$ cat src/rtl/pin_irq_pkg.sv
package pin_irq_pkg;

  typedef logic [2:0] lvl_t;

  localparam int ADR_FUNC = 0;
  localparam int ADR_TRIG = 1;
  localparam int ADR_MASK = 2;
  localparam int ADR_PEND = 3;
  localparam int ADR_PRIO = 4;
  localparam int ADR_DATA = 5;

  localparam lvl_t KB_LVL_RST  = 3'd4;
  localparam lvl_t PEN_LVL_RST = 3'd4;

  // fixed CPU level wired to each general request pin
  function automatic lvl_t gp_fixed_level(input int idx);
    case (idx)
      0:       return 3'd6;
      1:       return 3'd3;
      2:       return 3'd2;
      default: return 3'd1;
    endcase
  endfunction

  // pin value seen through the programmed polarity
  function automatic logic cond_active(input logic v, input logic act_high);
    return act_high ? v : ~v;
  endfunction

  function automatic lvl_t lvl_max(input lvl_t a, input lvl_t b);
    return (a > b) ? a : b;
  endfunction

endpackage

$ cat src/rtl/pin_irq_sync.sv
module pin_irq_sync #(
  parameter int W = 1,
  parameter int STAGES = 2,
  parameter logic [W-1:0] RST_VAL = '0
) (
  input  logic         clk,
  input  logic         rst_n,
  input  logic [W-1:0] d,
  output logic [W-1:0] q
);
  logic [W-1:0] st [STAGES];

  always_ff @(posedge clk) begin
    if (!rst_n) st[0] <= RST_VAL;
    else        st[0] <= d;
  end

  for (genvar s = 1; s < STAGES; s++) begin : g_stage
    always_ff @(posedge clk) begin
      if (!rst_n) st[s] <= RST_VAL;
      else        st[s] <= st[s-1];
    end
  end

  assign q = st[STAGES-1];
endmodule

$ cat src/rtl/pin_irq_gp_src.sv
module pin_irq_gp_src
  import pin_irq_pkg::*;
(
  input  logic clk,
  input  logic rst_n,
  input  logic pin_s,
  input  logic int_en,
  input  logic edge_mode,
  input  logic active_high,
  input  logic clr,
  output logic pend,
  output logic sticky,
  output logic edge_evt
);
  logic cond, cond_prev, armed;

  assign cond     = cond_active(pin_s, active_high);
  assign armed    = int_en & edge_mode;
  assign edge_evt = armed & cond & ~cond_prev;

  always_ff @(posedge clk) begin
    if (!rst_n) begin
      cond_prev <= 1'b0;
      sticky    <= 1'b0;
    end else begin
      cond_prev <= cond;
      if (!armed)        sticky <= 1'b0;
      else if (edge_evt) sticky <= 1'b1;
      else if (clr)      sticky <= 1'b0;
    end
  end

  assign pend = int_en & (edge_mode ? sticky : cond);
endmodule

$ cat src/rtl/pin_irq_prio.sv
module pin_irq_prio
  import pin_irq_pkg::*;
#(
  parameter int N = 6
) (
  input  logic [N*3-1:0] lvl_flat,
  input  logic [N-1:0]   req,
  output lvl_t           top_lvl
);
  always_comb begin
    top_lvl = 3'd0;
    for (int i = 0; i < N; i++) begin
      if (req[i]) top_lvl = lvl_max(top_lvl, lvl_flat[i*3 +: 3]);
    end
  end
endmodule

$ cat src/rtl/pin_irq_ctrl.sv
module pin_irq_ctrl
  import pin_irq_pkg::*;
#(
  parameter int KB_W = 8,
  parameter int GP_N = 4,
  parameter int DW = 16,
  parameter int AW = 3,
  parameter int SYNC_STAGES = 2
) (
  input  logic            clk,
  input  logic            rst_n,
  input  logic            reg_we,
  input  logic [AW-1:0]   reg_addr,
  input  logic [DW-1:0]   reg_wdata,
  output logic [DW-1:0]   reg_rdata,
  input  logic [KB_W-1:0] kb_row,
  input  logic            pen_down_n,
  input  logic [GP_N-1:0] gp_pin,
  output logic [2:0]      irq_level,
  output logic            irq_req
);
  localparam int NSRC   = 2 + GP_N;
  localparam int FUNC_W = KB_W + 1 + GP_N;
  localparam int TRIG_W = 2 * GP_N;
  localparam logic [AW-1:0] A_FUNC = AW'(ADR_FUNC);
  localparam logic [AW-1:0] A_TRIG = AW'(ADR_TRIG);
  localparam logic [AW-1:0] A_MASK = AW'(ADR_MASK);
  localparam logic [AW-1:0] A_PEND = AW'(ADR_PEND);
  localparam logic [AW-1:0] A_PRIO = AW'(ADR_PRIO);
  localparam logic [AW-1:0] A_DATA = AW'(ADR_DATA);

  // configuration registers
  logic [FUNC_W-1:0] func_q;
  logic [TRIG_W-1:0] trig_q;
  logic [NSRC-1:0]   mask_q;
  lvl_t              kb_lvl_q, pen_lvl_q;
  lvl_t              irq_level_q;

  // synchronized pins
  logic [KB_W-1:0] kb_s;
  logic            pen_s;
  logic [GP_N-1:0] gp_s;

  // named internal events
  logic [KB_W-1:0] kb_en;
  logic            pen_en;
  logic [GP_N-1:0] gp_en, gp_pend, gp_sticky, gp_evt, gp_arm, gp_clr;
  logic            kb_pend, pen_pend;
  logic [NSRC-1:0] src_pend, eff_pend, w1c_bits;
  logic [NSRC*3-1:0] lvl_flat;
  lvl_t            top_lvl;
  logic [FUNC_W-1:0] io_view;

  pin_irq_sync #(.W(KB_W), .STAGES(SYNC_STAGES), .RST_VAL({KB_W{1'b1}})) u_sync_kb (
    .clk(clk), .rst_n(rst_n), .d(kb_row), .q(kb_s));
  pin_irq_sync #(.W(1), .STAGES(SYNC_STAGES), .RST_VAL(1'b1)) u_sync_pen (
    .clk(clk), .rst_n(rst_n), .d(pen_down_n), .q(pen_s));
  pin_irq_sync #(.W(GP_N), .STAGES(SYNC_STAGES), .RST_VAL({GP_N{1'b0}})) u_sync_gp (
    .clk(clk), .rst_n(rst_n), .d(gp_pin), .q(gp_s));

  assign kb_en  = func_q[KB_W-1:0];
  assign pen_en = func_q[KB_W];
  assign gp_en  = func_q[KB_W+1 +: GP_N];
  assign gp_arm = gp_en & trig_q[GP_N-1:0];

  assign w1c_bits = (reg_we && reg_addr == A_PEND) ? reg_wdata[NSRC-1:0] : '0;
  assign gp_clr   = w1c_bits[2 +: GP_N];

  // keyboard: any enabled row pulled low; pen: enabled and low
  assign kb_pend  = |(kb_en & ~kb_s);
  assign pen_pend = pen_en & ~pen_s;

  for (genvar g = 0; g < GP_N; g++) begin : g_gp
    pin_irq_gp_src u_src (
      .clk        (clk),
      .rst_n      (rst_n),
      .pin_s      (gp_s[g]),
      .int_en     (gp_en[g]),
      .edge_mode  (trig_q[g]),
      .active_high(trig_q[GP_N+g]),
      .clr        (gp_clr[g]),
      .pend       (gp_pend[g]),
      .sticky     (gp_sticky[g]),
      .edge_evt   (gp_evt[g])
    );
    assign lvl_flat[(2+g)*3 +: 3] = gp_fixed_level(g);
  end

  assign lvl_flat[2:0] = kb_lvl_q;
  assign lvl_flat[5:3] = pen_lvl_q;

  assign src_pend = {gp_pend, pen_pend, kb_pend};
  assign eff_pend = src_pend & ~mask_q;

  pin_irq_prio #(.N(NSRC)) u_prio (
    .lvl_flat(lvl_flat), .req(eff_pend), .top_lvl(top_lvl));

  always_ff @(posedge clk) begin
    if (!rst_n) irq_level_q <= 3'd0;
    else        irq_level_q <= top_lvl;
  end

  assign irq_level = irq_level_q;
  assign irq_req   = (irq_level_q != 3'd0);

  // register writes
  always_ff @(posedge clk) begin
    if (!rst_n) begin
      func_q    <= '0;
      trig_q    <= '0;
      mask_q    <= '0;
      kb_lvl_q  <= KB_LVL_RST;
      pen_lvl_q <= PEN_LVL_RST;
    end else if (reg_we) begin
      case (reg_addr)
        A_FUNC: func_q <= reg_wdata[FUNC_W-1:0];
        A_TRIG: trig_q <= reg_wdata[TRIG_W-1:0];
        A_MASK: mask_q <= reg_wdata[NSRC-1:0];
        A_PRIO: begin
          kb_lvl_q  <= reg_wdata[2:0];
          pen_lvl_q <= reg_wdata[6:4];
        end
        default: ;
      endcase
    end
  end

  // pins in input duty show their value; interrupt pins read 0
  assign io_view = {gp_s, pen_s, kb_s} & ~func_q;

  always_comb begin
    case (reg_addr)
      A_FUNC:  reg_rdata = DW'(func_q);
      A_TRIG:  reg_rdata = DW'(trig_q);
      A_MASK:  reg_rdata = DW'(mask_q);
      A_PEND:  reg_rdata = DW'(src_pend);
      A_PRIO:  reg_rdata = DW'({1'b0, pen_lvl_q, 1'b0, kb_lvl_q});
      A_DATA:  reg_rdata = DW'(io_view);
      default: reg_rdata = '0;
    endcase
  end
endmodule

$ cat config.mk
export PLATFORM = sky130hd
export DESIGN_NAME = pin_irq_ctrl
export DESIGN_NICKNAME = d
export VERILOG_FILES = /design/src/rtl/pin_irq_pkg.sv /design/src/rtl/pin_irq_sync.sv /design/src/rtl/pin_irq_gp_src.sv /design/src/rtl/pin_irq_prio.sv /design/src/rtl/pin_irq_ctrl.sv
export SDC_FILE = /design/constraint.sdc
export NUM_CORES = 1
export LEC_CHECK = 0
export BUFFER_PORTS_ARGS = -buffer_cell sky130_fd_sc_hd__buf_2
export CAP_MARGIN = 20
export CORE_MARGIN = 2
export CORE_UTILIZATION = 45
export CTS_BUF_LIST = sky130_fd_sc_hd__clkbuf_8
export CTS_CLUSTER_DIAMETER = 150
export DETAILED_ROUTE_END_ITERATION = 10
export PLACE_DENSITY = 0.62
export SKIP_CTS_REPAIR_TIMING = 1
export SLEW_MARGIN = 20
export SYNTH_ARGS = -nofsm -noshare
export SYNTH_HDL_FRONTEND = slang
export SYNTH_HIERARCHICAL = 1
export SYNTH_SLANG_ARGS = --single-unit
export TNS_END_PERCENT = 50
$ cat constraint.sdc
create_clock -name clk -period 10.7 [get_ports clk]
set_clock_uncertainty 0.2 [all_clocks]
set_input_delay 1.605 -clock clk [delete_from_list [all_inputs] [get_ports clk]]
set_output_delay 1.605 -clock clk [all_outputs]
set_load 0.02 [all_outputs]
### Word-level counts from Yosys, hierarchy flattened

Memory sizes are Yosys's and may differ from the RTL's.
Index checks and enable logic that the tools add are counted.

| word-level totals | value |
|---|---|
| memory bits (read-only) | 0 |
| bits in writable memories | 26 |
| latch bits | 0 |
| flip-flop bits (word level) | 44 |
| input port bits | 35 |
| memories kept | 3 |
| word-level logic and storage cells | 120 |

| cells by class | value |
|---|---|
| reductions and logical operators | 16 |
| magnitude comparators | 6 |
| equal/unequal tests | 5 |
| mux-type cells | 38 |
| $mul | 0 |
| bitwise operators | 38 |
| shift operators | 0 |
| divide/modulo/power cells | 0 |
| add/sub/neg operators | 0 |

Memories:

| memory | depth | bits a word | rd ports | clocked after memory_dff | wr ports | line | source |
|---|---|---|---|---|---|---|---|
| u_sync_kb.st | 2 | 8 | 2 | 0 | 2 | pin_irq_sync.sv:11 | `logic [W-1:0] st [STAGES];` |
| u_sync_gp.st | 2 | 4 | 2 | 0 | 2 | pin_irq_sync.sv:11 |  |
| u_sync_pen.st | 2 | 1 | 2 | 0 | 2 | pin_irq_sync.sv:11 |  |

Operator list:

| operator | number |
|---|---|
| $pmux 13 s6 | 1 |
| $mux 3 | 12 |
| $mux 1 | 20 |
| $and 1x1->1 | 17 |
| $mux 8 | 2 |
| $reduce_and 2->1 | 8 |
| $and 13x13->13 | 1 |
| $not 13->13 | 1 |
| $not 1->1 | 9 |
| $and 8x8->8 | 1 |
| $mux 4 | 2 |
| $not 8->8 | 1 |
| $reduce_bool 2->1 | 4 |
| $reduce_or 8->1 | 1 |
| $and 6x6->6 | 1 |
| $eq 3x2->1 const B | 2 |
| $eq 3x3->1 const B | 2 |
| $gt 3x2->1 const B | 2 |
| $mux 6 | 1 |
| $not 6->6 | 1 |
| $or 1x1->1 | 6 |
| $eq 3x1->1 const B | 1 |
| $gt 1x3->1 const A | 1 |
| $gt 3x1->1 const B | 1 |
| other kinds (5) | 5 |

### Logic depth before layout (Yosys ltp)

An unclocked memory read counts as a cell.

| depth | value |
|---|---|
| depth in word-level cells | 22 |
| mapped depth | 32 |
| mapped depth without buffers | 32 |

### Cells and area by module

Netlist, hierarchy kept.

Modules (own cells, without submodules):

| module | cells an instance | times used | area an instance (µm²) |
|---|---|---|---|
| pin_irq_ctrl | 244 | 1 | 2020.7 |
| pin_irq_prio | 102 | 1 | 747.0 |
| pin_irq_sync at u_sync_kb | 33 | 1 | 431.7 |
| pin_irq_gp_src | 13 | 4 | 97.6 |
| pin_irq_sync at u_sync_gp | 16 | 1 | 210.2 |
| pin_irq_sync at u_sync_pen | 4 | 1 | 52.6 |

### Least setup slack after synthesis

Ideal clock, no wire load.

| timing | value |
|---|---|
| path type | reg2reg |
| start point | mem u_sync_kb/st[1][0] (netlist bit) |
| end point | reg irq_level_q[2] (netlist: irq_level[2]) |
| path buffers | 0 |
| required time | 10.385 ns |
| path slack | 4.242 ns |
| stages on the path, launching flop included | 30 |
| library setup time | 0.115 ns |
| data arrival time | 6.143 ns |
| cell sequence | dfxtp_1 nand2b_1 o2111ai_1 o31a_1 and2_1 ha_1 or2_2 o311a_1 o22ai_1 inv_1 ha_1 and4_1 a31oi_1 o21ai_0 ha_1 nand3b_1 nand3_1 and4_1 a221oi_1 inv_1 ha_1 and4_1 a31o_2 o21ai_0 ha_1 nor2b_1 nor4b_1 a21o_1 mux2_2 and2_1 |

RTL lines:

| element | line | source |
|---|---|---|
| from (decl) | pin_irq_sync.sv:11 |  |
| to (signal assigned) | pin_irq_ctrl.sv:100 | `else irq_level_q <= top_lvl;` |
| to (decl) | pin_irq_ctrl.sv:37 | `lvl_t irq_level_q;` |

==> reports/results.ini <==
[sta]
setup_viol = 0
worst_slew_pin_slew_ns = 1.05
clock.fmax_ghz = 0.134
slew_violations = 0
whs_ns = 0.208
slew_headroom = 0.300
final.period_utilization = 0.695
rsz0062_at_grt = no
hold_violations = 0
period_minus_slack_ns = 7.44
fin_setup_tns_ns = 0

[layout]
fin_cells = 623
post-route-cell-area_mm2 = 0.00439
utilization = 0.535
fin_nets = 564
diodes = 0
final_common_cell = dfxtp_1
most-common-layout-cells = 70 x dfxtp_1, 62 x nand2_1, 48 x buf_2
syn_to_final_growth_pct = 14.7
drive_gt1_frac = 0.166

[setup_path]
crit_fanout = 6
r2r_slack_ns = 3.26
cp.arrival_ns = 7.47
worstRegToRegCells = 29
start_kind = register
crit_path_end_kind = register
r2r-start = u_sync_kb/st[1][5]
required_ns = 10.73
crit_top_cell = ha_1
critPathKind = reg -> reg
max_stage_delay_ns = 0.47
crit_slowest_cell = a221oi_1
reg2reg_to = irq_level[2]

[global_route]
antenna_found_initial = 0
grt_overflow = 0
grt_max_degree = 67
grt_pass1_vias = 2896
gr-usage-all-layers = 0.199
grt_first_pass_wirelength_mm = 14.0

[placed_design]
portBuffers = 48
gp_congestion = 0.845
place_area_mm2 = 0.00420
numPlacedInstances = 608
dpl.hpwl_mm = 6.45

[yosys]
syn_inst = 447
ys_warn_count = 6
syn_area_per_cell_um2 = 8.57
netlist_area_mm2 = 0.00383

[drt]
antenna_left = 0
firstDrtPassIters = 4
drt-met1-wl_mm = 4.07
drt_iter0_drc = 167
highest_layer = met4
wl_met2_mm = 4.21
wl_mm = 8.73
wl_per_cell_um = 14.0
wl_met3_um = 330
remaining_drc_errors = 0
via_per_inst = 5.08
routed-via-count = 3162

[min_path]
worstHoldEndpoint = u_sync_kb/st[1][0]
hold_depth = 1
hp-start = u_sync_kb/st[0][0]
min_path_type = reg -> reg

[clock_tree]
numClockSinks = 70
root_buffer = clkbuf_8
clk_pin_slew_worst_paths_ns = 0.08
ctsHtreeMaxLevel = 3
cts_tree = yes
clockBufferDepth = 2
cts_made_buffers = 9
insertion_delay_ns = 0.34

[flow_run]
maxCapViolCount = 0

[power_and_ir_drop]
clkPwrFrac = 0.384
power_report.internal_total_uw = 405
p_leak_uw = 0.00186
power_switching_uw = 146
pwr-share-seq = 0.497
swShare = 0.265
power.density_mw_per_mm2 = 125
combPwrFrac = 0.119
vdd_drop_max_mv = 0.0636

[die]
io_pins = 55
initial_core_util = 0.466
die_area_mm2 = 0.00927
die_w_um = 96.3
row_count = 33
die_y_um = 96.3
core_area_mm2 = 0.00822

[status]
status = complete, no violations

## per-layer routing
layer,track usage,vias to the layer above
met5,0,-
met1,0.247,1447
li1,-,1640
met3,0.0540,6
met2,0.336,69
met4,0.0607,0
## worst max path at each step
| stage | endpoint | cells after the start | slack [ns] | from |
|---|---|---|---|---|
| after global routing | irq_level[2] | 29 | 2.74 | u_sync_kb/st[1][5] |
| after detailed placement | irq_level[2] | 29 | 3.34 | u_sync_kb/st[1][5] |
| after CTS | irq_level[2] | 29 | 3.32 | u_sync_kb/st[1][5] |
| after floorplan | irq_level[2] | 29 | 4.24 | u_sync_kb/st[1][0] |
| after global placement | irq_level[2] | 29 | 3.45 | u_sync_kb/st[1][5] |
| final | irq_level[2] | 29 | 3.26 | u_sync_kb/st[1][5] |
## state kept, by name, indices dropped and copies added (netlist names)
name and flops:
func_q 13, g_gp.u_src/cond_prev 4, g_gp.u_src/sticky 4, irq_level 3, kb_lvl_q 3, mask_q 6
pen_lvl_q 3, trig_q 8, u_sync_gp/st 8, u_sync_kb/st 16, u_sync_pen/st 2
## area by class of cell
| class | count | area, µm² |
|---|---|---|
| fill | 800 | 3820 |
| multi-input combinational | 353 | 2310 |
| sequential | 70 | 1400 |
| timing repair buffer | 48 | 240 |
| tap | 105 | 131 |
| clock buffer | 9 | 124 |
| inverter | 32 | 120 |
| clock inverter | 6 | 71.3 |
## power groups by stage
| stage | logic (µW) | registers (µW) | clock network (µW) |
|---|---|---|---|
| after floorplan | 46.5 | 279 | 0 |
| after global placement | 63.5 | 280 | 0 |
| after detailed placement | 65.1 | 280 | 0 |
| after CTS | 65.4 | 274 | 216 |
| after global routing | 73.2 | 275 | 228 |
| final | 65.6 | 274 | 212 |
## critical path, delay by kind of cell (launching register included)
| family | cells | cell delay, ns |
|---|---|---|
| AOI/OAI and AO/OA | 10 | 2.65 |
| and+or+nand+nor | 11 | 2.04 |
| adders and majority gates | 5 | 1.57 |
| DFF | 1 | 0.34 |
| muxes | 1 | 0.34 |
| buffers and inverters | 2 | 0.18 |
## stage by stage
| step | worst slack, ns | power [µW] |
|---|---|---|
| after global placement | 3.45 | 343 |
| after global routing | 2.74 | 576 |
| after detailed placement | 3.34 | 345 |
| final | 3.26 | 551 |
| after CTS | 3.32 | 555 |
| after floorplan | 4.24 | 326 |
No activity file was read; power rests on OpenSTA's default activity.
